### config.mk
export PLATFORM = sky130hd
export DESIGN_NAME = vic_ack
export DESIGN_NICKNAME = d
export VERILOG_FILES = /design/src/rtl/vic_pkg.sv /design/src/rtl/vic_bus_seq.sv /design/src/rtl/vic_chg_detect.sv /design/src/rtl/vic_regs.sv /design/src/rtl/vic_irq.sv /design/src/rtl/vic_ack.sv
export SDC_FILE = /design/constraint.sdc
export NUM_CORES = 1
export LEC_CHECK = 0
export BUFFER_PORTS_ARGS = -buffer_cell sky130_fd_sc_hd__buf_4
export CAP_MARGIN = 10
export CORE_MARGIN = 2
export CORE_UTILIZATION = 59
export DETAILED_ROUTE_END_ITERATION = 10
export PLACE_DENSITY_LB_ADDON = 0.2
export SLEW_MARGIN = 20
export SYNTH_ARGS = -nofsm -noshare
export SYNTH_HDL_FRONTEND = slang
export SYNTH_SLANG_ARGS = --single-unit
### constraint.sdc
create_clock -name clk -period 4.1 [get_ports clk]
set_input_delay 0.82 -clock clk [delete_from_list [all_inputs] [get_ports clk]]
set_output_delay 0.82 -clock clk [all_outputs]
set_load 0.005 [all_outputs]
### src/rtl/vic_pkg.sv
package vic_pkg;
  localparam int ADDR_W = 4;
  localparam logic [ADDR_W-1:0] ADR_CHG  = 4'h4;
  localparam logic [ADDR_W-1:0] ADR_STAT = 4'h5;
  localparam logic [ADDR_W-1:0] ADR_VEC  = 4'hC;

  typedef enum logic [1:0] {
    BUS_IDLE,
    BUS_READ,
    BUS_WRITE,
    BUS_IACK
  } bus_kind_e;
endpackage

### src/rtl/vic_bus_seq.sv
module vic_bus_seq
  import vic_pkg::*;
#(
  parameter int ACK_DELAY = 2
) (
  input  logic      clk,
  input  logic      rst,
  input  logic      sel_n,
  input  logic      iack_n,
  input  logic      wr_n,
  input  logic      pending,
  output logic      active,
  output logic      commit,
  output bus_kind_e kind,
  output logic      dack_n
);
  localparam int CW = $clog2(ACK_DELAY + 1);
  localparam logic [CW-1:0] LAST = CW'(ACK_DELAY - 1);

  logic [CW-1:0] cnt;
  logic          done;

  always_comb begin
    if (!iack_n)     kind = BUS_IACK;
    else if (!sel_n) kind = wr_n ? BUS_READ : BUS_WRITE;
    else             kind = BUS_IDLE;
  end

  assign active = (kind != BUS_IDLE);
  assign commit = active && !done && (cnt == LAST);

  always_ff @(posedge clk) begin
    if (rst) begin
      cnt    <= '0;
      done   <= 1'b0;
      dack_n <= 1'b1;
    end else if (!active) begin
      cnt    <= '0;
      done   <= 1'b0;
      dack_n <= 1'b1;
    end else if (commit) begin
      done   <= 1'b1;
      dack_n <= (kind == BUS_IACK) ? !pending : 1'b0;
    end else if (!done) begin
      cnt <= cnt + 1'b1;
    end
  end
endmodule

### src/rtl/vic_chg_detect.sv
module vic_chg_detect #(
  parameter int N_PIN = 4
) (
  input  logic             clk,
  input  logic             rst,
  input  logic [N_PIN-1:0] pin_in,
  input  logic [N_PIN-1:0] chg_en,
  input  logic             clr,
  output logic [N_PIN-1:0] pin_lvl,
  output logic [N_PIN-1:0] delta,
  output logic             flag
);
  logic [N_PIN-1:0] pin_prev;
  logic [N_PIN-1:0] edge_hit;

  for (genvar i = 0; i < N_PIN; i++) begin : g_pin
    assign edge_hit[i] = pin_lvl[i] ^ pin_prev[i];

    always_ff @(posedge clk) begin
      if (rst) begin
        pin_lvl[i]  <= 1'b0;
        pin_prev[i] <= 1'b0;
        delta[i]    <= 1'b0;
      end else begin
        pin_lvl[i]  <= pin_in[i];
        pin_prev[i] <= pin_lvl[i];
        delta[i]    <= edge_hit[i] | (delta[i] & !clr);
      end
    end
  end

  always_ff @(posedge clk) begin
    if (rst) flag <= 1'b0;
    else     flag <= (|(edge_hit & chg_en)) | (flag & !clr);
  end
endmodule

### src/rtl/vic_regs.sv
module vic_regs
  import vic_pkg::*;
#(
  parameter int          N_SRC    = 7,
  parameter int          N_PIN    = 4,
  parameter int          DW       = 8,
  parameter logic [7:0]  VEC_INIT = 8'h0F
) (
  input  logic              clk,
  input  logic              rst,
  input  logic              active,
  input  logic              commit,
  input  bus_kind_e         kind,
  input  logic [ADDR_W-1:0] addr,
  input  logic [DW-1:0]     wdata,
  input  logic [N_SRC-1:0]  src,
  input  logic              chg_flag,
  input  logic [N_PIN-1:0]  chg_delta,
  input  logic [N_PIN-1:0]  pin_lvl,
  input  logic              pending,
  output logic [DW-1:0]     status,
  output logic [DW-1:0]     mask,
  output logic [N_PIN-1:0]  chg_en,
  output logic              chg_clr,
  output logic [DW-1:0]     rdata,
  output logic              rdata_oe
);
  logic [N_SRC-1:0] src_q;
  logic [DW-1:0]    vec;
  logic [DW-1:0]    chg_word;
  logic [DW-1:0]    rd_word;
  logic             unused_hi;

  assign unused_hi = ^wdata[DW-1:N_PIN];
  assign status    = {chg_flag, src_q};
  assign chg_clr   = commit && (kind == BUS_READ) && (addr == ADR_CHG);

  always_comb begin
    chg_word = '0;
    chg_word[2*N_PIN-1:0] = {chg_delta, pin_lvl};
  end

  always_comb begin
    case (addr)
      ADR_STAT: rd_word = status;
      ADR_VEC:  rd_word = vec;
      ADR_CHG:  rd_word = chg_word;
      default:  rd_word = '0;
    endcase
  end

  always_ff @(posedge clk) begin
    if (rst) begin
      src_q    <= '0;
      mask     <= '0;
      vec      <= DW'(VEC_INIT);
      chg_en   <= '0;
      rdata    <= '0;
      rdata_oe <= 1'b0;
    end else begin
      src_q <= src;
      if (!active) begin
        rdata_oe <= 1'b0;
      end else if (commit) begin
        case (kind)
          BUS_WRITE: begin
            case (addr)
              ADR_STAT: mask   <= wdata;
              ADR_VEC:  vec    <= wdata;
              ADR_CHG:  chg_en <= wdata[N_PIN-1:0];
              default:  ;
            endcase
          end
          BUS_READ: begin
            rdata    <= rd_word;
            rdata_oe <= 1'b1;
          end
          BUS_IACK: begin
            if (pending) begin
              rdata    <= vec;
              rdata_oe <= 1'b1;
            end
          end
          default: ;
        endcase
      end
    end
  end
endmodule

### src/rtl/vic_irq.sv
module vic_irq #(
  parameter int DW = 8
) (
  input  logic          clk,
  input  logic          rst,
  input  logic [DW-1:0] status,
  input  logic [DW-1:0] mask,
  output logic          pending,
  output logic          irq_n
);
  assign pending = |(status & mask);

  always_ff @(posedge clk) begin
    if (rst) irq_n <= 1'b1;
    else     irq_n <= !pending;
  end
endmodule

### src/rtl/vic_ack.sv
module vic_ack
  import vic_pkg::*;
#(
  parameter int         N_SRC     = 7,
  parameter int         N_PIN     = 4,
  parameter int         ACK_DELAY = 2,
  parameter logic [7:0] VEC_INIT  = 8'h0F
) (
  input  logic              clk,
  input  logic              rst,
  input  logic              sel_n,
  input  logic              iack_n,
  input  logic              wr_n,
  input  logic [ADDR_W-1:0] addr,
  input  logic [N_SRC:0]    wdata,
  output logic [N_SRC:0]    rdata,
  output logic              rdata_oe,
  output logic              dack_n,
  output logic              irq_n,
  input  logic [N_SRC-1:0]  src,
  input  logic [N_PIN-1:0]  pin_in
);
  localparam int DW = N_SRC + 1;

  logic             active;
  logic             commit;
  bus_kind_e        kind;
  logic             pending;
  logic [DW-1:0]    status;
  logic [DW-1:0]    mask;
  logic [N_PIN-1:0] chg_en;
  logic             chg_clr;
  logic [N_PIN-1:0] pin_lvl;
  logic [N_PIN-1:0] chg_delta;
  logic             chg_flag;

  vic_bus_seq #(.ACK_DELAY(ACK_DELAY)) u_seq (
    .clk(clk), .rst(rst), .sel_n(sel_n), .iack_n(iack_n), .wr_n(wr_n),
    .pending(pending), .active(active), .commit(commit), .kind(kind),
    .dack_n(dack_n)
  );

  vic_chg_detect #(.N_PIN(N_PIN)) u_chg (
    .clk(clk), .rst(rst), .pin_in(pin_in), .chg_en(chg_en), .clr(chg_clr),
    .pin_lvl(pin_lvl), .delta(chg_delta), .flag(chg_flag)
  );

  vic_regs #(.N_SRC(N_SRC), .N_PIN(N_PIN), .DW(DW), .VEC_INIT(VEC_INIT)) u_regs (
    .clk(clk), .rst(rst), .active(active), .commit(commit), .kind(kind),
    .addr(addr), .wdata(wdata), .src(src), .chg_flag(chg_flag),
    .chg_delta(chg_delta), .pin_lvl(pin_lvl), .pending(pending),
    .status(status), .mask(mask), .chg_en(chg_en), .chg_clr(chg_clr),
    .rdata(rdata), .rdata_oe(rdata_oe)
  );

  vic_irq #(.DW(DW)) u_irq (
    .clk(clk), .rst(rst), .status(status), .mask(mask),
    .pending(pending), .irq_n(irq_n)
  );
endmodule

**Word-level counts from Yosys, hierarchy flattened**

Cells that the tools add are included.

- Reduce and logical (&&, ||, !) cells: 18
- Magnitude comparators: 0
- Muxes and demuxes: 9
- $add $sub $neg: 1
- Divide/modulo/power cells: 0
- Equality and inequality tests: 8
- Bitwise logic cells: 19
- Shifts and indexed selects: 0
- $mul: 0

Operators with widths:

| kind | number |
|---|---|
| $pmux W8 S3 | 1 |
| $pmux W8 S2 | 1 |
| $reduce_and A4 Y1 | 4 |
| $and A8 B8 Y8 | 1 |
| $eq A4 B3 Y1 const B | 2 |
| $mux W8 | 1 |
| $reduce_or A8 Y1 | 1 |
| $mux W2 | 3 |
| $and A1 B1 Y1 | 5 |
| $or A1 B1 Y1 | 5 |
| $and A4 B4 Y4 | 1 |
| $eq A2 B1 Y1 const B | 2 |
| $eq A2 B2 Y1 const B | 2 |
| $eq A4 B4 Y1 const B | 1 |
| $logic_and A1 B1 Y1 | 4 |
| $reduce_bool A2 Y1 | 2 |
| $reduce_or A4 Y1 | 1 |
| $xor A1 B1 Y1 | 4 |
| $logic_not A1 Y1 | 3 |
| $not A1 Y1 | 3 |
| $reduce_and A3 Y1 | 1 |
| $add A2 B1 Y2 const B | 1 |
| $mux W1 | 2 |
| $ne A2 B1 Y1 const B | 1 |
| other kinds (3) | 3 |

- Latch bits: 0
- Output and inout port bits: 11
- Bits in writable memories: 0
- Memories: 0
- Flip-flop bits (word level): 54
- Memory bits (read-only): 0
- Input bits: 28
- Logic and storage cells: 78

**Longest topological paths before layout**

- Word-level depth: 11
- Gate-level depth with buffers: 7
- Gate-level depth less buffers: 6

**Cells and area by module**

A second synthesis with hierarchy kept.

- Cell total of the unflattened synthesis: 233
- Area, all modules: 2,337.2 um^2

By module, submodules not included:

| module | area each (um^2) | times used | sequential area each (um^2) | cells an instance |
|---|---|---|---|---|
| vic_regs | 1,640.3 | 1 | 720.7 | 160 |
| vic_chg_detect | 440.4 | 1 | 260.2 | 43 |
| vic_bus_seq | 190.2 | 1 | 80.1 | 23 |
| vic_irq | 66.3 | 1 | 20.0 | 7 |

**Least setup slack after synthesis**

No wires, ideal clock.

- Path type: input to register
- Start: input addr[1]
- End: register u_chg.delta[0]
- Required time: 3,972 ps
- Stages: 4
- Arrival: 1,873 ps
- Path slack: 2,100 ps
- Buffers on the path: 0
- Library setup time: 128 ps
- Path through: or3b_4 or4_4 a21oi_1 nor2_1

- Word-level cells in the longest chain between the ends: 5

Ends and longest elaborated chain:

| item | RTL line | RTL |
|---|---|---|
| start: declaration | vic_ack.sv:14 | `input logic [ADDR_W-1:0] addr,` |
| $eq A4 B3 Y1 | vic_regs.sv:36 | `assign chg_clr = commit && (kind == BUS_READ) && (addr == ADR_CHG);` |
| $logic_and A1 B1 Y1 | vic_regs.sv:36 |  |
| $logic_not A1 Y1 | vic_chg_detect.sv:27 | `delta[i] <= edge_hit[i] \| (delta[i] & !clr);` |
| $and A1 B1 Y1 | vic_chg_detect.sv:27 |  |
| $or A1 B1 Y1 | vic_chg_detect.sv:27 |  |
| end signal: indexed assignment | vic_chg_detect.sv:27 |  |
| end: declaration | vic_chg_detect.sv:10 | `output logic [N_PIN-1:0] delta,` |

Every way passes these cells.
A chain may end at the register's enable or synchronous reset.

**Final worst setup path**

- Start: input addr[0]
- End: register u_regs.vec[0]

- Word-level cells in the longest chain between the ends: 2

Ends and longest elaborated chain:

| item | RTL line | RTL |
|---|---|---|
| $eq A4 B4 Y1 | vic_regs.sv:67 | `case (addr)` |
| $reduce_and A4 Y1 (no source line) | -- |  |
| end signal: assignment | vic_regs.sv:56 | `vec <= DW'(VEC_INIT);` |
| end signal: assignment | vic_regs.sv:69 | `ADR_VEC: vec <= wdata;` |
| end: declaration | vic_regs.sv:29 | `logic [DW-1:0] vec;` |

Every way passes these cells.

==> metrics.yaml <==
run_status:
  status: "finished, final reports clean"
timing:
  tightest_slew_ps: 846
  fin_hold_ws_ps: 447
  slew_viol_final: 0
  rsz0062_at_grt: "no"
  finalSetupTns_ps: 0
  finalClockSkew_ps: 6.08
  fin_crit_sh: 0.592
  hold_viol_final: 0
  fin_ws_ps: 1670
  layout_min_cycle_time_ps: 2430
  max_freq_mhz: 412
  setup_viol: 0
  slew_headroom: 0.433
synthesis:
  synthCells: 219
  synth_top_family_by_area: "simple AND/OR/NAND/NOR gates"
  synth.mux.area_fraction: 0.142
  yosys.area_share.simple: 0.198
  synth-xor-area-share: 0.0194
  yosys.area.top_type: "dfxtp_1"
  synth_edf_count: 0
  synth_area_leaders: "dfxtp_1, mux2i_1, nor2_1, nor2b_1, o21bai_1"
  synthesis.area_um2: 2250
  ys_types: 32
  synth_compound_area_frac: 0.122
  synth-seq-cells: 54
  ys.flop_type: "dfxtp_1"
  seq_area_frac_synth: 0.480
  synth_adder_area_share: 0.00555
  syn_area_per_cell_um2: 10.3
  yosysWarnings: 0
  synth_top_area_frac: 0.480
  synthArstFlopShare: 0
  synth_nets: 248
worst_setup_path:
  slowest_stage: "nor3_2"
  crit_chain: "buf_4 -> nand4bb_1 -> nor3_2 -> nor2b_1 -> a211o_1"
  crit_type: "primary input to flip-flop"
  crit_required_ps: 4300
  path_max_fanout: 12
  cp.arrival_ps: 2630
  worstSetupEndpointType: "flip-flop"
  cp_slowest_stage_delay_ps: 760
  setup.worst_path.start_class: "primary input"
layout:
  fin_cells: 300
  fillers: 309
  nets: 281
  final_layout_size_suffix_gt1_frac: 0.206
  n_antenna_cell: 0
  area_growth_pct: 17.9
  finalInstanceArea_um2: 2660
power:
  power.density_nw_per_um2: 409
  p_leak_nw: 1.11
  p_sw_frac: 0.235
  comb_power_share: 0.144
  p_seq_frac: 0.528
  ir_worst_vdd_v: 0.000333
  p_clk_frac: 0.328
  internal_power_mw: 0.830
  power_switching_mw: 0.255
grt:
  grt_pass1_vias: 1549
  grt_usage: 0.220
  grt_pass1_wl_um: 7160
  antenna_found_initial: 0
  grt_max_degree: 59
  grt.overflow.total: 0
clock_network:
  path_clk_slew_ps: 90
  htree_levels: 2
  root_buffer: "clkbuf_8"
  cts_hold_buf: 0
  cts-resized-gates: 0
  cts_setup_buffers: 0
  cts_buffer_depth: 2
  clk_latency_ps: 300
  cts_tree: "done"
  numCtsBuffers: 5
  clock-sinks: 54
die:
  core_um2: 3660
  die_w_um: 65.8
  rows: 22
  ios: 39
  die_h_um: 65.8
  start_util: 0.616
  die_area_um2: 4330
detailed_routing:
  ant_nets: 0
  via_per_inst: 5.36
  drc: 0
  drtIter0Drc: 71
  vias: 1609
  drt-wirelength-per-cell_um: 13.9
  drt-pass1-iter-count: 4
  drt-total-wl_um: 4180
hold_path:
  holdCritPathClass: "flip-flop to flip-flop"
placement:
  portBuffers: 38
  gp_congestion: 0.813
  dp_cells: 293
  dp_slack_ps: 1410
  dp_hpwl_um: 3080
  dpl-instance-area_um2: 2540
run:
  cap_violations: 0
[sequential cells by signal, summed over array words and instances (netlist names)]
signal and flops:
u_regs.mask 8, u_seq.done 1, u_irq.irq_n 1, u_chg.pin_lvl 4, u_chg.flag 1, u_chg.pin_prev 4, u_regs.vec 8, u_regs.chg_en 4
u_seq.dack_n 1, u_seq.cnt 2, u_chg.delta 4, u_regs.src_q 7, u_regs.rdata 8, u_regs.rdata_oe 1
[cell usage in the layout, fill, tap and decap left out, types with 5 or more instances in the layout]
cell,synthesis,routed
a22oi_1,6,6
o21bai_1,9,9
a21oi_1,6,6
clkbuf_8,0,6
nand2b_1,10,10
a211o_1,5,5
dfxtp_1,54,54
nor2_1,32,32
buf_4,1,39
nor2b_1,19,19
mux2i_1,32,32
a21boi_0,8,8
[metrics by stage]
| step | power, mW | utilization |
|---|---|---|
| floorplan | 0.686 | - |
| global placement | 0.736 | 0.695 |
| detailed placement | 0.742 | 0.695 |
| CTS | 1.09 | 0.726 |
| global route | 1.14 | 0.726 |
| finish | 1.09 | 0.726 |
[path summary, 6_finish.rpt]
check	from	to	slack (ps)	cells after the start
worst max register to register	u_seq.cnt[0]	u_regs.vec[0]	2010	5
worst min-delay path	u_regs.rdata_oe	u_regs.rdata_oe	450	2
worst max-delay path	addr[0]	u_regs.vec[0]	1670	5
worst min register to register	u_regs.rdata_oe	u_regs.rdata_oe	450	2
[power by group through the flow]
| stage | Clock (mW) | Combinational (mW) | Sequential [mW] |
|---|---|---|---|
| after detailed placement | 0 | 0.157 | 0.585 |
| after global routing | 0.389 | 0.173 | 0.576 |
| after CTS | 0.363 | 0.157 | 0.573 |
| after floorplan | 0 | 0.104 | 0.581 |
| after global placement | 0 | 0.152 | 0.584 |
| final | 0.356 | 0.156 | 0.573 |
[Yosys cell counts (2+ instances only)]
| library cell | count |
|---|---|
| xor2_1 | 4 |
| a22oi_1 | 6 |
| nor2_1 | 32 |
| nand2_1 | 3 |
| a21oi_1 | 6 |
| clkbuf_1 | 8 |
| nand4bb_1 | 2 |
| o21bai_1 | 9 |
| a21boi_0 | 8 |
| nor2b_1 | 19 |
| nand2b_1 | 10 |
| dfxtp_1 | 54 |
| a211o_1 | 5 |
| buf_2 | 2 |
| mux2i_1 | 32 |
| inv_1 | 3 |
[final cells by class]
class / count / area, um2 / share of cell area
inverters: 3 / 11.3 / 0.00424
clock inverters: 1 / 30.0 / 0.0113
multi-input cells: 149 / 1100 / 0.414
flip-flops and latches: 54 / 1080 / 0.407
clock buffers: 6 / 82.6 / 0.0311
repair buffers: 39 / 293 / 0.110
well taps: 48 / 60.1 / 0.0226
[worst max-delay path, delay by kind of cell]
| family | cells | cell delay, ps |
|---|---|---|
| compound gates | 1 | 290 |
| buf+inv | 1 | 180 |
| simple gates | 3 | 1330 |
[routing by layer]
metal | global-route usage | vias to the layer above | share of wire
li1 | - | 818 | -
met1 | 0.282 | 743 | 0.48
met2 | 0.352 | 39 | 0.46
met3 | 0.0698 | 9 | 0.050
met4 | 0.0729 | 0 | 0.014
met5 | 0 | - | 0
[kinds of logic (layout without fill, tap and decap cells)]
group                    Yosys count  after routing
AND/OR/NAND/NOR                   73             73
flip-flops                        54             54
AO/OA/AOI/OAI                     38             38
multiplexers                      32             32
buffers and inverters             16             49
XOR/XNOR                           5              5
adder cells (fa/ha/maj)            1              1
No activity file was read; power rests on OpenSTA's default activity.
